**src/rtl/evt_chan_pkg.sv**
```systemverilog
package evt_chan_pkg;
  typedef enum logic [1:0] {
    PATH_ASYNC     = 2'd0,
    PATH_SYNC      = 2'd1,
    PATH_RESYNC    = 2'd2,
    PATH_ASYNC_ALT = 2'd3
  } path_e;

  typedef enum logic [1:0] {
    EDGE_NONE = 2'd0,
    EDGE_RISE = 2'd1,
    EDGE_FALL = 2'd2,
    EDGE_BOTH = 2'd3
  } edge_e;

  localparam int FLAG_EVD  = 0;
  localparam int FLAG_OVR  = 1;
  localparam int NUM_FLAGS = 2;

  function automatic logic is_clocked(input logic [1:0] m);
    return (m == PATH_SYNC) || (m == PATH_RESYNC);
  endfunction
endpackage

```
**src/rtl/evt_sync.sv**
```systemverilog
module evt_sync #(
  parameter int STAGES = 2
) (
  input  logic clk,
  input  logic rst,
  input  logic d,
  output logic q
);
  logic [STAGES-1:0] chain;

  generate
    if (STAGES == 1) begin : g_single
      always_ff @(posedge clk) begin
        if (rst) chain <= '0;
        else     chain <= d;
      end
    end else begin : g_multi
      always_ff @(posedge clk) begin
        if (rst) chain <= '0;
        else     chain <= {chain[STAGES-2:0], d};
      end
    end
  endgenerate

  assign q = chain[STAGES-1];
endmodule

```
**src/rtl/evt_edge_det.sv**
```systemverilog
module evt_edge_det (
  input  logic clk,
  input  logic rst,
  input  logic src,
  input  logic enable,
  input  logic rise_en,
  input  logic fall_en,
  output logic det
);
  logic prev_q;

  always_ff @(posedge clk) begin
    if (rst) prev_q <= 1'b0;
    else     prev_q <= src;
  end

  assign det = enable & ((rise_en & src & ~prev_q) | (fall_en & ~src & prev_q));
endmodule

```
**src/rtl/evt_user_track.sv**
```systemverilog
module evt_user_track #(
  parameter int NUM_USERS = 4
) (
  input  logic                 clk,
  input  logic                 rst,
  input  logic                 clocked,
  input  logic                 launch,
  input  logic [NUM_USERS-1:0] user_en,
  input  logic [NUM_USERS-1:0] user_rdy,
  input  logic [NUM_USERS-1:0] user_ack,
  output logic                 pend_any,
  output logic                 ovr_hit
);
  logic [NUM_USERS-1:0] pend_q;
  logic [NUM_USERS-1:0] not_ready;
  logic [NUM_USERS-1:0] still_owed;

  always_ff @(posedge clk) begin
    if (rst)           pend_q <= '0;
    else if (!clocked) pend_q <= '0;
    else if (launch)   pend_q <= user_en;
    else               pend_q <= pend_q & ~user_ack;
  end

  assign not_ready  = user_en & ~user_rdy;
  assign still_owed = pend_q & ~user_ack;
  assign ovr_hit    = launch & ((|not_ready) | (|still_owed));
  assign pend_any   = |pend_q;
endmodule

```
**src/rtl/evt_flag_bank.sv**
```systemverilog
module evt_flag_bank #(
  parameter int NUM_FLAGS = 2
) (
  input  logic                 clk,
  input  logic                 rst,
  input  logic [NUM_FLAGS-1:0] set,
  input  logic [NUM_FLAGS-1:0] clr,
  input  logic [NUM_FLAGS-1:0] vis,
  input  logic [NUM_FLAGS-1:0] ie,
  output logic [NUM_FLAGS-1:0] flags,
  output logic                 irq
);
  logic [NUM_FLAGS-1:0] flag_q;

  generate
    for (genvar i = 0; i < NUM_FLAGS; i++) begin : g_flag
      always_ff @(posedge clk) begin
        if (rst)         flag_q[i] <= 1'b0;
        else if (set[i]) flag_q[i] <= 1'b1;
        else if (clr[i]) flag_q[i] <= 1'b0;
      end
    end
  endgenerate

  assign flags = flag_q & vis;
  assign irq   = |(flags & ie);
endmodule

```
**src/rtl/evt_channel.sv**
```systemverilog
module evt_channel
  import evt_chan_pkg::*;
#(
  parameter int NUM_USERS   = 4,
  parameter int SYNC_STAGES = 2
) (
  input  logic                 clk,
  input  logic                 rst,
  input  logic [1:0]           mode_sel,
  input  logic [1:0]           edge_sel,
  input  logic                 gen_evt,
  input  logic [NUM_USERS-1:0] user_en,
  input  logic [NUM_USERS-1:0] user_rdy,
  input  logic [NUM_USERS-1:0] user_ack,
  output logic                 evt_out,
  output logic                 busy,
  input  logic                 clr_evd,
  input  logic                 clr_ovr,
  input  logic                 ie_evd,
  input  logic                 ie_ovr,
  output logic                 flag_evd,
  output logic                 flag_ovr,
  output logic                 irq
);
  path_e path;
  edge_e edge_mode;
  logic  clocked;
  logic  resynced;
  logic  src;
  logic  det;
  logic  evt_q;
  logic  pend_any;
  logic  ovr_hit;
  logic [NUM_FLAGS-1:0] f_set, f_clr, f_vis, f_ie, f_out;

  assign path      = path_e'(mode_sel);
  assign edge_mode = edge_e'(edge_sel);
  assign clocked   = is_clocked(mode_sel);
  assign resynced  = (path == PATH_RESYNC);

  evt_sync #(.STAGES(SYNC_STAGES)) u_sync (
    .clk(clk), .rst(rst), .d(gen_evt), .q(resync_line)
  );
  logic resync_line;

  assign src = resynced ? resync_line : gen_evt;

  evt_edge_det u_edge (
    .clk(clk), .rst(rst), .src(src), .enable(clocked),
    .rise_en(edge_mode == EDGE_RISE || edge_mode == EDGE_BOTH),
    .fall_en(edge_mode == EDGE_FALL || edge_mode == EDGE_BOTH),
    .det(det)
  );

  always_ff @(posedge clk) begin
    if (rst) evt_q <= 1'b0;
    else     evt_q <= det;
  end

  assign evt_out = clocked ? evt_q : gen_evt;

  evt_user_track #(.NUM_USERS(NUM_USERS)) u_track (
    .clk(clk), .rst(rst), .clocked(clocked), .launch(det),
    .user_en(user_en), .user_rdy(user_rdy), .user_ack(user_ack),
    .pend_any(pend_any), .ovr_hit(ovr_hit)
  );

  assign busy = resynced & pend_any;

  always_comb begin
    f_set           = '0;
    f_clr           = '0;
    f_vis           = '1;
    f_ie            = '0;
    f_set[FLAG_EVD] = det;
    f_set[FLAG_OVR] = ovr_hit;
    f_clr[FLAG_EVD] = clr_evd;
    f_clr[FLAG_OVR] = clr_ovr;
    f_vis[FLAG_OVR] = clocked;
    f_ie[FLAG_EVD]  = ie_evd;
    f_ie[FLAG_OVR]  = ie_ovr;
  end

  evt_flag_bank #(.NUM_FLAGS(NUM_FLAGS)) u_flags (
    .clk(clk), .rst(rst), .set(f_set), .clr(f_clr), .vis(f_vis),
    .ie(f_ie), .flags(f_out), .irq(irq)
  );

  assign flag_evd = f_out[FLAG_EVD];
  assign flag_ovr = f_out[FLAG_OVR];
endmodule

```
**config.mk**
```make
export PLATFORM = sky130hd
export DESIGN_NAME = evt_channel
export DESIGN_NICKNAME = d
export VERILOG_FILES = /design/src/rtl/evt_chan_pkg.sv /design/src/rtl/evt_sync.sv /design/src/rtl/evt_edge_det.sv /design/src/rtl/evt_user_track.sv /design/src/rtl/evt_flag_bank.sv /design/src/rtl/evt_channel.sv
export SDC_FILE = /design/constraint.sdc
export NUM_CORES = 1
export LEC_CHECK = 0
export BUFFER_PORTS_ARGS = -buffer_cell sky130_fd_sc_hd__buf_2
export CORE_AREA = 5 5 42 44
export DETAILED_ROUTE_END_ITERATION = 8
export DIE_AREA = 0 0 47 49
export PLACE_DENSITY = 0.78
export SYNTH_ARGS = -nofsm -noshare
export SYNTH_HDL_FRONTEND = slang
export SYNTH_SLANG_ARGS = --single-unit
export TNS_END_PERCENT = 100
```
**constraint.sdc**
```tcl
create_clock -name clk -period 2.3 [get_ports clk]
set_clock_uncertainty 0.2 [all_clocks]
set_input_delay 0.46 -clock clk [delete_from_list [all_inputs] [get_ports clk]]
set_output_delay 0.46 -clock clk [all_outputs]
set_load 0.005 [all_outputs]
```
==> summary.txt, run 1 <==
Critical path
  – Critical Path Start Type: primary input
  – Reg-to-reg setup timing slack: 0.73 ns
  – Worst endpoint required time: 1.64 ns
  – Most used cell, CP: buf_2
  – WP depth: 5
  – R2r worst-path depth: 4
  – Buffers plus inverters on the worst setup path: 3
  – CP max FO: 5
  – Worst path slowest cell: ha_1
  – CP peak stage delay: 0.38 ns
  – Critical-path cell list: buf_2, inv_1, ha_1, mux2_2, buf_2
  – RR Startpoint: u_sync.chain[1]$_SDFF_PP0_
  – Worst Path Arrival: 1.43 ns
  – Reg2reg end: u_track.pend_q[0]$_SDFF_PP0_
  – Crit Path Class: in -> out
  – Crit-path leading delay family: adder cells
  – CP Capture Type: output pin

Synth
  – Post-synthesis net count: 73
  – Post-synth ARST share: 0
  – Synth Area in XOR/XNOR: 0
  – Area leader, netlist: dfxtp_1
  – Flops & latches, synth: 10
  – Synth top area share: 0.386
  – Mapped cell area: 519 um2
  – Largest family of logic cells by synthesized area: simple AND/OR/NAND/NOR gates
  – Mean Syn Cell Area: 10.6 um2
  – Mux cell area share after synthesis: 0.169
  – Compound-Gate Fraction of Synth Area: 0.101
  – Most frequent cell after synthesis: dfxtp_1
  – Leading post-synthesis cells by cell area: dfxtp_1 (39%), mux2i_1 (7.7%), and2b_2 (5.1%), nor2b_1 (4.8%), mux2i_4 (4.3%)
  – Post-synth EDFFs: 0
  – Synth top cells by count: dfxtp_1 (10), mux2i_1 (4), nor2b_1 (4), nor3_1 (4)
  – Cells after Synth: 49
  – Most used DFF post-synth: dfxtp_1
  – Ys Warns: 0
  – Register area share after synthesis: 0.386
  – Post-synthesis simple-gate area fraction: 0.263
  – Post-Synth Adder-Cell Area: 0.0241
  – Post-synth cell types: 25

Hold path
  – Min-delay src: u_sync.chain[0]$_SDFF_PP0_
  – Worst min-delay path class: reg -> reg
  – Hold worst-path end: u_sync.chain[1]$_SDFF_PP0_
  – Worst Hold Depth: 1

Clock tree
  – CTS tree: done
  – Clk root buf: clkbuf_4
  – Clock Sinks: 10
  – Postcts setup bufs: 0
  – Max clock buf depth: 2
  – CTS resizes: 0
  – Reg clk slew, reported paths: 0.06 ns
  – Cts hold-fix bufs: 0
  – Num CTS Buffers: 3
  – H-tree depth: 1
  – Clk_lat worst skew: 0.26 ns

Timing
  – Setup TNS Final: 0 ns
  – Tcrit/Tclk final: 0.908
  – F_max: 479 MHz
  – Final setup viols: 0
  – Final-report max-slew violation count: 0
  – Minimum clock period: 2.09 ns
  – RSZ-0062 raised after global routing: no
  – Final Hold Viols: 0
  – Max_slew headroom: 0.782
  – Worst-Margin Slew: 0.320 ns

Power
  – Comb pwr share: 0.185
  – Power per standard cell area: 529 nW/um2
  – Internal: 278 uW
  – VDD IR max: 0.362 mV
  – NetSw: 84.7 uW
  – Pwr Total: 363 uW
  – Switch share: 0.233
  – Leakage power: 0.000366 uW
  – Sequential fraction of design power: 0.502
  – Clock network power share: 0.313

Flow run
  – Max-Cap Viols: 0

GRT
  – Initial antenna violation count: 0
  – GRT overflow: 0
  – Vias in the first global route: 453
  – GRT Total Usage: 0.110
  – Pin count of the biggest net entering global routing: 11
  – Global-route wire length before repair: 1.84 mm

Route
  – DRT iter0 DRCs: 2
  – Detail Route Antenna Nets: 0
  – WL/cell: 11.9 um
  – Drt first pass iters: 2
  – Total Wirelength: 1.12 mm
  – Routed vias/inst: 4.83
  – DR DRC count: 0
  – Detailed-route via count: 454

Floorplan
  – Die Area: 2300 um2
  – Rows: 14
  – I/O pin cnt: 28
  – Initial Util: 0.371
  – Core ar.: 1400 um2
  – Die span in y: 49 um
  – Chip Width: 47 um

Placement
  – Placer's final routability congestion estimate: 0.767
  – Detail Placement HPWL: 961 um
  – PortBufs: 27

Layout
  – Nets: 104
  – Ant. Diodes: 0
  – Multi-input logic area: 289 um2
  – Sequential Area: 200 um2
  – Syn-to-layout area delta: 32.0%
  – # fillers: 146
  – Share of post-route cells with drive strength above 1: 0.526

Status
  – Status: complete, no violations
-- worst max-delay path by stage --
stage / startpoint / end / slack [ns]
finish: mode_sel[0] / evt_out / 0.21
detailed placement: mode_sel[0] / u_track.pend_q[0]$_SDFF_PP0_ / 0.13
global placement: mode_sel[0] / evt_out / 0.19
global route: mode_sel[0] / evt_out / 0.15
floorplan: mode_sel[0] / u_track.pend_q[0]$_SDFF_PP0_ / 0.37
CTS: mode_sel[0] / evt_out / 0.18
-- state kept, by name (all words and copies together), names as in the netlist --
signal and count:
u_flags.flag_q 2, u_track.pend_q 4, u_edge.prev_q 1, u_sync.chain 2, evt_q 1
-- layout by cell type, fill, tap and decap left out --
cell type / n
a21oi_1: 1
a21oi_2: 1
a22o_1: 1
a22oi_1: 1
a41o_1: 1
and2b_2: 3
and3b_1: 1
buf_2: 27
buf_4: 1
clkbuf_4: 3
dfxtp_1: 10
ha_1: 1
inv_1: 3
mux2_2: 1
mux2i_1: 4
mux2i_2: 1
mux2i_4: 1
nand2b_1: 1
nor2_1: 2
nor2b_1: 4
nor3_1: 4
nor3b_2: 1
nor4_1: 1
o41a_2: 1
or2b_1: 2
or2b_2: 1
-- routing by layer --
| layer | GRT usage | part of all wire |
|---|---|---|
| met1 | 0.121 | 0.41 |
| met2 | 0.183 | 0.49 |
| met3 | 0.0295 | 0.082 |
| met4 | 0.0553 | 0.019 |
| met5 | 0 | 0 |
-- power groups by stage --
stage / sequential [uW] / clock, uW / combinational [uW]
global route: 183 / 126 / 74.2
finish: 182 / 114 / 67.0
global placement: 186 / 0 / 66.5
floorplan: 186 / 0 / 40.2
CTS: 182 / 119 / 68.7
detailed placement: 186 / 0 / 68.4
-- kinds of logic after synthesis --
kind of cell,after synthesis
adder cells (fa/ha/maj),1
AND/OR/NAND/NOR,20
multiplexers,7
flip-flops,10
buffers and inverters,5
AO/OA/AOI/OAI,6
-- cell type report --
cell class	count	area share
inverter	3	0.0164
timing repair buffer	28	0.208
clock buffer	3	0.0328
tap	16	0.0292
sequential	10	0.292
multi-input combinational	34	0.422
-- worst register-to-register path, stage by stage, from the launching register on --
cell and delay [ns]:
dfxtp_1 0.30, mux2i_2 0.24, mux2i_4 0.42, mux2i_1 0.24, nor3_1 0.06
-- per-stage QoR --
step                      hold slack [ns]   util  setup WS [ns]  instances  cell area, um2
final                               0.245  0.489          0.213         94             686
after global routing                0.264  0.489          0.146         94             686
after CTS                           0.253  0.489          0.184         94             686
after detailed placement            0.233  0.473          0.127         91             663
after global placement              0.235  0.473          0.192         91             663
after floorplan                     0.214      -          0.368         49             519
(Power assumes the default switching activity.)
==> inputs of run 2 (changes only) <==
--- a/config.mk
+++ b/config.mk
@@ -7,9 +7,11 @@
 export LEC_CHECK = 0
 export BUFFER_PORTS_ARGS = -buffer_cell sky130_fd_sc_hd__buf_2
 export CORE_AREA = 5 5 42 44
+export CTS_CLUSTER_DIAMETER = 50
 export DETAILED_ROUTE_END_ITERATION = 8
 export DIE_AREA = 0 0 47 49
 export PLACE_DENSITY = 0.78
+export RECOVER_POWER = 50
 export SYNTH_ARGS = -nofsm -noshare
 export SYNTH_HDL_FRONTEND = slang
 export SYNTH_SLANG_ARGS = --single-unit
==> run 2 against run 1 <==
Sequential share of layout area increased by 0.21 points. Cell area fell by 0.73%. Register-to-register slack lost 0.08 ns. Worst hold slack better by 0.0040 ns. Non-clock buffer count unchanged. Combinational power shrank 2%. Largest power group unchanged.
==> summary.txt, run 2 (synthesized netlist as in run 1, its figures left out) <==
Status
  – Status: complete, no violations

Timing
  – RSZ-0062 raised after global routing: no
  – Minimum clock period: 2.09 ns
  – Final Hold Viols: 0
  – Setup TNS Final: 0 ns
  – F_max: 479 MHz
  – Max_slew headroom: 0.686
  – Final setup viols: 0
  – Final-report max-slew violation count: 0
  – Worst-Margin Slew: 0.471 ns
  – Tcrit/Tclk final: 0.908

Critical path
  – Critical Path Start Type: primary input
  – Worst Path Arrival: 1.43 ns
  – CP max FO: 5
  – Worst endpoint required time: 1.64 ns
  – Crit Path Class: in -> out
  – CP Capture Type: output pin

Layout
  – Largest reg by FF count: u_track.pend_q
  – Most common cell after layout, fill and taps aside: buf_2
  – Nets: 104
  – Share of post-route cells with drive strength above 1: 0.500
  – Largest register FFs: 4
  – Most frequent cells in the layout: buf_2 (26), dfxtp_1 (10), mux2i_1 (5), nor2b_1 (4), nor3_1 (4)
  – Largest regs: u_track.pend_q: 4 flops, u_flags.flag_q: 2 flops, u_sync.chain: 2 flops
  – Syn-to-layout area delta: 31.1%
  – Ant. Diodes: 0

Hold path
  – Worst min-delay path class: reg -> reg

Route
  – DRT iter0 DRCs: 2
  – Routed vias/inst: 4.83
  – Detailed-route via count: 454
  – Detail Route Antenna Nets: 0
  – WL/cell: 12.1 um
  – DR DRC count: 0
  – Total Wirelength: 1.14 mm
  – Drt first pass iters: 2

GRT
  – GRT Total Usage: 0.110
  – GRT overflow: 0
  – Vias in the first global route: 453
  – Global-route wire length before repair: 1.84 mm
  – Pin count of the biggest net entering global routing: 11
  – Initial antenna violation count: 0

Placement
  – PortBufs: 27
  – Placer's final routability congestion estimate: 0.767
  – Detail Placement HPWL: 961 um

Floorplan
  – Die span in y: 49 um
  – Core ar.: 1400 um2
  – Die Area: 2300 um2
  – Initial Util: 0.371
  – Rows: 14
  – I/O pin cnt: 28
  – Chip Width: 47 um

Clock tree
  – CTS tree: done
  – Clk_lat worst skew: 0.26 ns
  – Clk root buf: clkbuf_4
  – Num CTS Buffers: 3
  – Cts hold-fix bufs: 0
  – H-tree depth: 1
  – Max clock buf depth: 2
  – Postcts setup bufs: 0
  – CTS resizes: 0
  – Reg clk slew, reported paths: 0.06 ns
  – Clock Sinks: 10

Flow run
  – Max-Cap Viols: 0

Power
  – VDD IR max: 0.362 mV
  – Pwr Total: 362 uW
  – Leakage power: 0.000362 uW
  – Power per standard cell area: 532 nW/um2
==> run 2: changes by cell type in the layout (fill, tap and decap cells not counted) <==
cell      previous run  this run
buf_2               27        26
mux2i_1              4         5
mux2i_2              1         0
clkbuf_1             0         1
==> run 2: per-layer routing <==
| metal | wire [um] | share of wire | vias up | track usage |
|---|---|---|---|---|
| li1 | - | - | 233 | - |
| met1 | 465 | 0.41 | 201 | 0.121 |
| met2 | 559 | 0.49 | 18 | 0.183 |
| met3 | 91 | 0.080 | 2 | 0.0295 |
| met4 | 21 | 0.018 | 0 | 0.0553 |
| met5 | 0 | 0 | - | 0 |
==> run 2: power by group <==
part / switching [uW] / total [uW] / leakage (uW) / internal (uW)
sequential: 2.76 / 182 / 0.0000815 / 180
combinational: 28.2 / 65.9 / 0.000267 / 37.7
clock: 53.5 / 114 / 0.0000138 / 60.1
total: 84.5 / 362 / 0.000362 / 277
==> run 2: through the flow <==
step,instance area (um2),util,setup slack [ns],std cells,hold WS [ns]
CTS,686,0.489,0.184,94,0.253
finish,681,0.486,0.213,94,0.249
detailed placement,663,0.473,0.127,91,0.233
global placement,663,0.473,0.192,91,0.235
global route,681,0.486,0.146,94,0.264
floorplan,519,-,0.368,49,0.214
==> run 2: worst max-delay path: stages <==
cell and delay, ns:
buf_2 0.07, inv_1 0.03, ha_1 0.38, mux2_2 0.35, buf_2 0.12
==> run 2: final cells by class <==
type,count,area (um2)
inverter,3,11.3
fill,147,721
sequential,10,200
multi-input combinational,34,285
clock buffer,3,22.5
tap,16,20.0
timing repair buffer,28,141
==> run 2: final timing paths <==
kind | start | end | slack [ns] | cells past startpoint
max | mode_sel[0] | evt_out | 0.21 | 5
min | u_sync.chain[0]$_SDFF_PP0_ | u_sync.chain[1]$_SDFF_PP0_ | 0.25 | 1
max reg2reg | u_sync.chain[1]$_SDFF_PP0_ | u_track.pend_q[0]$_SDFF_PP0_ | 0.65 | 4
min reg2reg | u_sync.chain[0]$_SDFF_PP0_ | u_sync.chain[1]$_SDFF_PP0_ | 0.25 | 1
==> inputs of run 3 (changes only) <==
--- a/config.mk
+++ b/config.mk
@@ -10,6 +10,7 @@
 export CTS_CLUSTER_DIAMETER = 50
 export DETAILED_ROUTE_END_ITERATION = 8
 export DIE_AREA = 0 0 47 49
+export HOLD_SLACK_MARGIN = 0.03
 export PLACE_DENSITY = 0.78
 export RECOVER_POWER = 50
 export SYNTH_ARGS = -nofsm -noshare
==> constraint.sdc (replaced) <==
create_clock -name clk -period 2 [get_ports clk]
set_clock_uncertainty 0.2 [all_clocks]
set_input_delay 0.4 -clock clk [delete_from_list [all_inputs] [get_ports clk]]
set_output_delay 0.4 -clock clk [all_outputs]
set_load 0.005 [all_outputs]
==> run 3 against run 2 <==
Cell area increased by 4.6%. Clock-buffer cell count increased by 1. Highest routed layer is now met3. Largest power group unchanged. Clock power increased by 60%. Core utilization increased by 2.2 points. First-iteration DRC count increased by 100%. Cell count increased by 3.2%. Total power increased by 30%. Sequential power increased by 15%.
==> summary.txt, run 3 (synthesized netlist as in run 1, its figures left out) <==
Status
  – Status: complete, no violations

Critical path
  – Crit path from: mode_sel[1]
  – R2r worst-path depth: 4
  – Reg2reg end: u_track.pend_q[2]$_SDFF_PP0_
  – Worst Path Arrival: 1.34 ns
  – Worst endpoint required time: 1.40 ns
  – Critical Path Start Type: primary input
  – CP Capture Type: output pin
  – RR Startpoint: u_sync.chain[1]$_SDFF_PP0_
  – CP Capture Point: evt_out
  – CP max FO: 5
  – Crit Path Class: in -> out
  – Reg-to-reg setup timing slack: 0.36 ns

Route
  – DR DRC count: 0
  – Detail Route Antenna Nets: 0
  – WL/cell: 11.9 um
  – Total Wirelength: 1.15 mm
  – Detailed-route via count: 464
  – Routed vias/inst: 4.78
  – DRT iter0 DRCs: 4
  – Drt first pass iters: 2

Clock tree
  – CTS tree: done
  – Num CTS Buffers: 3
  – Clock Sinks: 10
  – Max clock buf depth: 2
  – Clk root buf: clkbuf_4
  – Clk_lat worst skew: 0.26 ns
  – Reg clk slew, reported paths: 0.07 ns
  – H-tree depth: 1

Layout
  – Final Util: 0.508
  – Largest reg by FF count: u_track.pend_q
  – Largest regs: u_track.pend_q: 4 flops, u_flags.flag_q: 2 flops, u_sync.chain: 2 flops
  – Share of post-route cells with drive strength above 1: 0.531
  – # fillers: 138
  – Multi-input logic area: 288 um2
  – Sequential Area: 200 um2
  – Nets: 106
  – Ant. Diodes: 0
  – Largest register FFs: 4
  – Most frequent cells in the layout: buf_2 (26), dfxtp_1 (10), mux2i_1 (5)
  – Syn-to-layout area delta: 37.1%
  – Most common cell after layout, fill and taps aside: buf_2

Power
  – Power per standard cell area: 662 nW/um2
  – Clock network power share: 0.386
  – VDD IR max: 0.362 mV
  – Leakage power: 0.000377 uW
  – Sequential fraction of design power: 0.445
  – Internal: 363 uW
  – Pwr Total: 471 uW
  – NetSw: 108 uW
  – Comb pwr share: 0.169
  – Switch share: 0.229

Timing
  – F_max: 514 MHz
  – Final setup margin: 0.0558 ns
  – Final setup viols: 0
  – Hold Slack: 0.190 ns
  – RSZ-0062 raised after global routing: no
  – Final-report max-slew violation count: 0
  – Max_slew headroom: 0.696
  – Final Hold Viols: 0
  – Tcrit/Tclk final: 0.972
  – Worst-Margin Slew: 0.456 ns
  – Minimum clock period: 1.94 ns

GRT
  – Vias in the first global route: 453
  – GRT Total Usage: 0.112
  – Pin count of the biggest net entering global routing: 11
  – Global-route wire length before repair: 1.85 mm
  – Initial antenna violation count: 0
  – GRT overflow: 0

Placement
  – Detail Placement HPWL: 930 um
  – Worst slack at placement: -0.0441 ns
  – PortBufs: 27
  – Placer's final routability congestion estimate: 0.755

Floorplan
  – Die span in y: 49 um
  – Rows: 14
  – I/O pin cnt: 28
  – Chip Width: 47 um
  – Core ar.: 1400 um2
  – Initial Util: 0.371
  – Die Area: 2300 um2

Flow run
  – Max-Cap Viols: 0

Hold path
  – Worst Hold Depth: 2
  – Worst min-delay path class: in -> reg
[run 3: changes by cell type in the layout (fill, tap and decap cells not counted)]
cell,before,now
buf_4,1,2
clkbuf_4,3,4
ha_1,1,0
ha_2,0,1
clkbuf_8,0,1
[run 3: worst max-delay path, stage by stage]
cell    delay [ns]
buf_2         0.10
ha_2          0.38
mux2_2        0.34
buf_2         0.12
[run 3: per-stage QoR]
stage	setup TNS, ns	instances	area, um2
finish	0	97	712
global route	0	97	712
CTS	0	97	714
detailed placement	-0.152	93	678
global placement	-0.0743	93	678
floorplan	0	49	519
[run 3: timing repair]
action                                  CTS  global route
hold endpoints to repair                  0             0
gates resized for setup                   0             1
endpoints found under the setup margin    0             1
buffers inserted                          0             0
hold buffers                              0             0
[run 3: cell type report]
cell class	count	area share
multi-input cells	34	0.404
flip-flops and latches	10	0.281
repair buffers	30	0.220
clock buffers	4	0.0510
well taps	16	0.0281
inverters	3	0.0158
[run 3: worst min path at each step]
stage,slack (ns),end,from
2_1_floorplan,0.21,u_sync.chain[1]$_SDFF_PP0_,u_sync.chain[0]$_SDFF_PP0_
3_3_place_gp,0.24,u_sync.chain[1]$_SDFF_PP0_,u_sync.chain[0]$_SDFF_PP0_
3_5_place_dp,0.24,u_sync.chain[1]$_SDFF_PP0_,u_sync.chain[0]$_SDFF_PP0_
4_1_cts,0.19,u_flags.flag_q[1]$_SDFFE_PP0P_,clr_ovr
5_1_grt,0.19,u_flags.flag_q[1]$_SDFFE_PP0P_,clr_ovr
6_report,0.19,u_sync.chain[0]$_SDFF_PP0_,gen_evt
[run 3: per-layer routing]
layer | share of wire | up-vias | wire length, um | track usage
li1 | - | 236 | - | -
met1 | 0.41 | 212 | 474 | 0.121
met2 | 0.51 | 16 | 590 | 0.176
met3 | 0.075 | 0 | 86 | 0.0406
met4 | 0 | 0 | 0 | 0.0691
met5 | 0 | - | 0 | 0
[run 3: power by group through the flow]
stage	logic, uW	clock network [uW]	registers (uW)
after floorplan	46.3	0	213
after global placement	79.9	0	214
after detailed placement	81.3	0	214
after CTS	81.5	187	210
after global routing	86.9	201	210
final	79.6	182	210
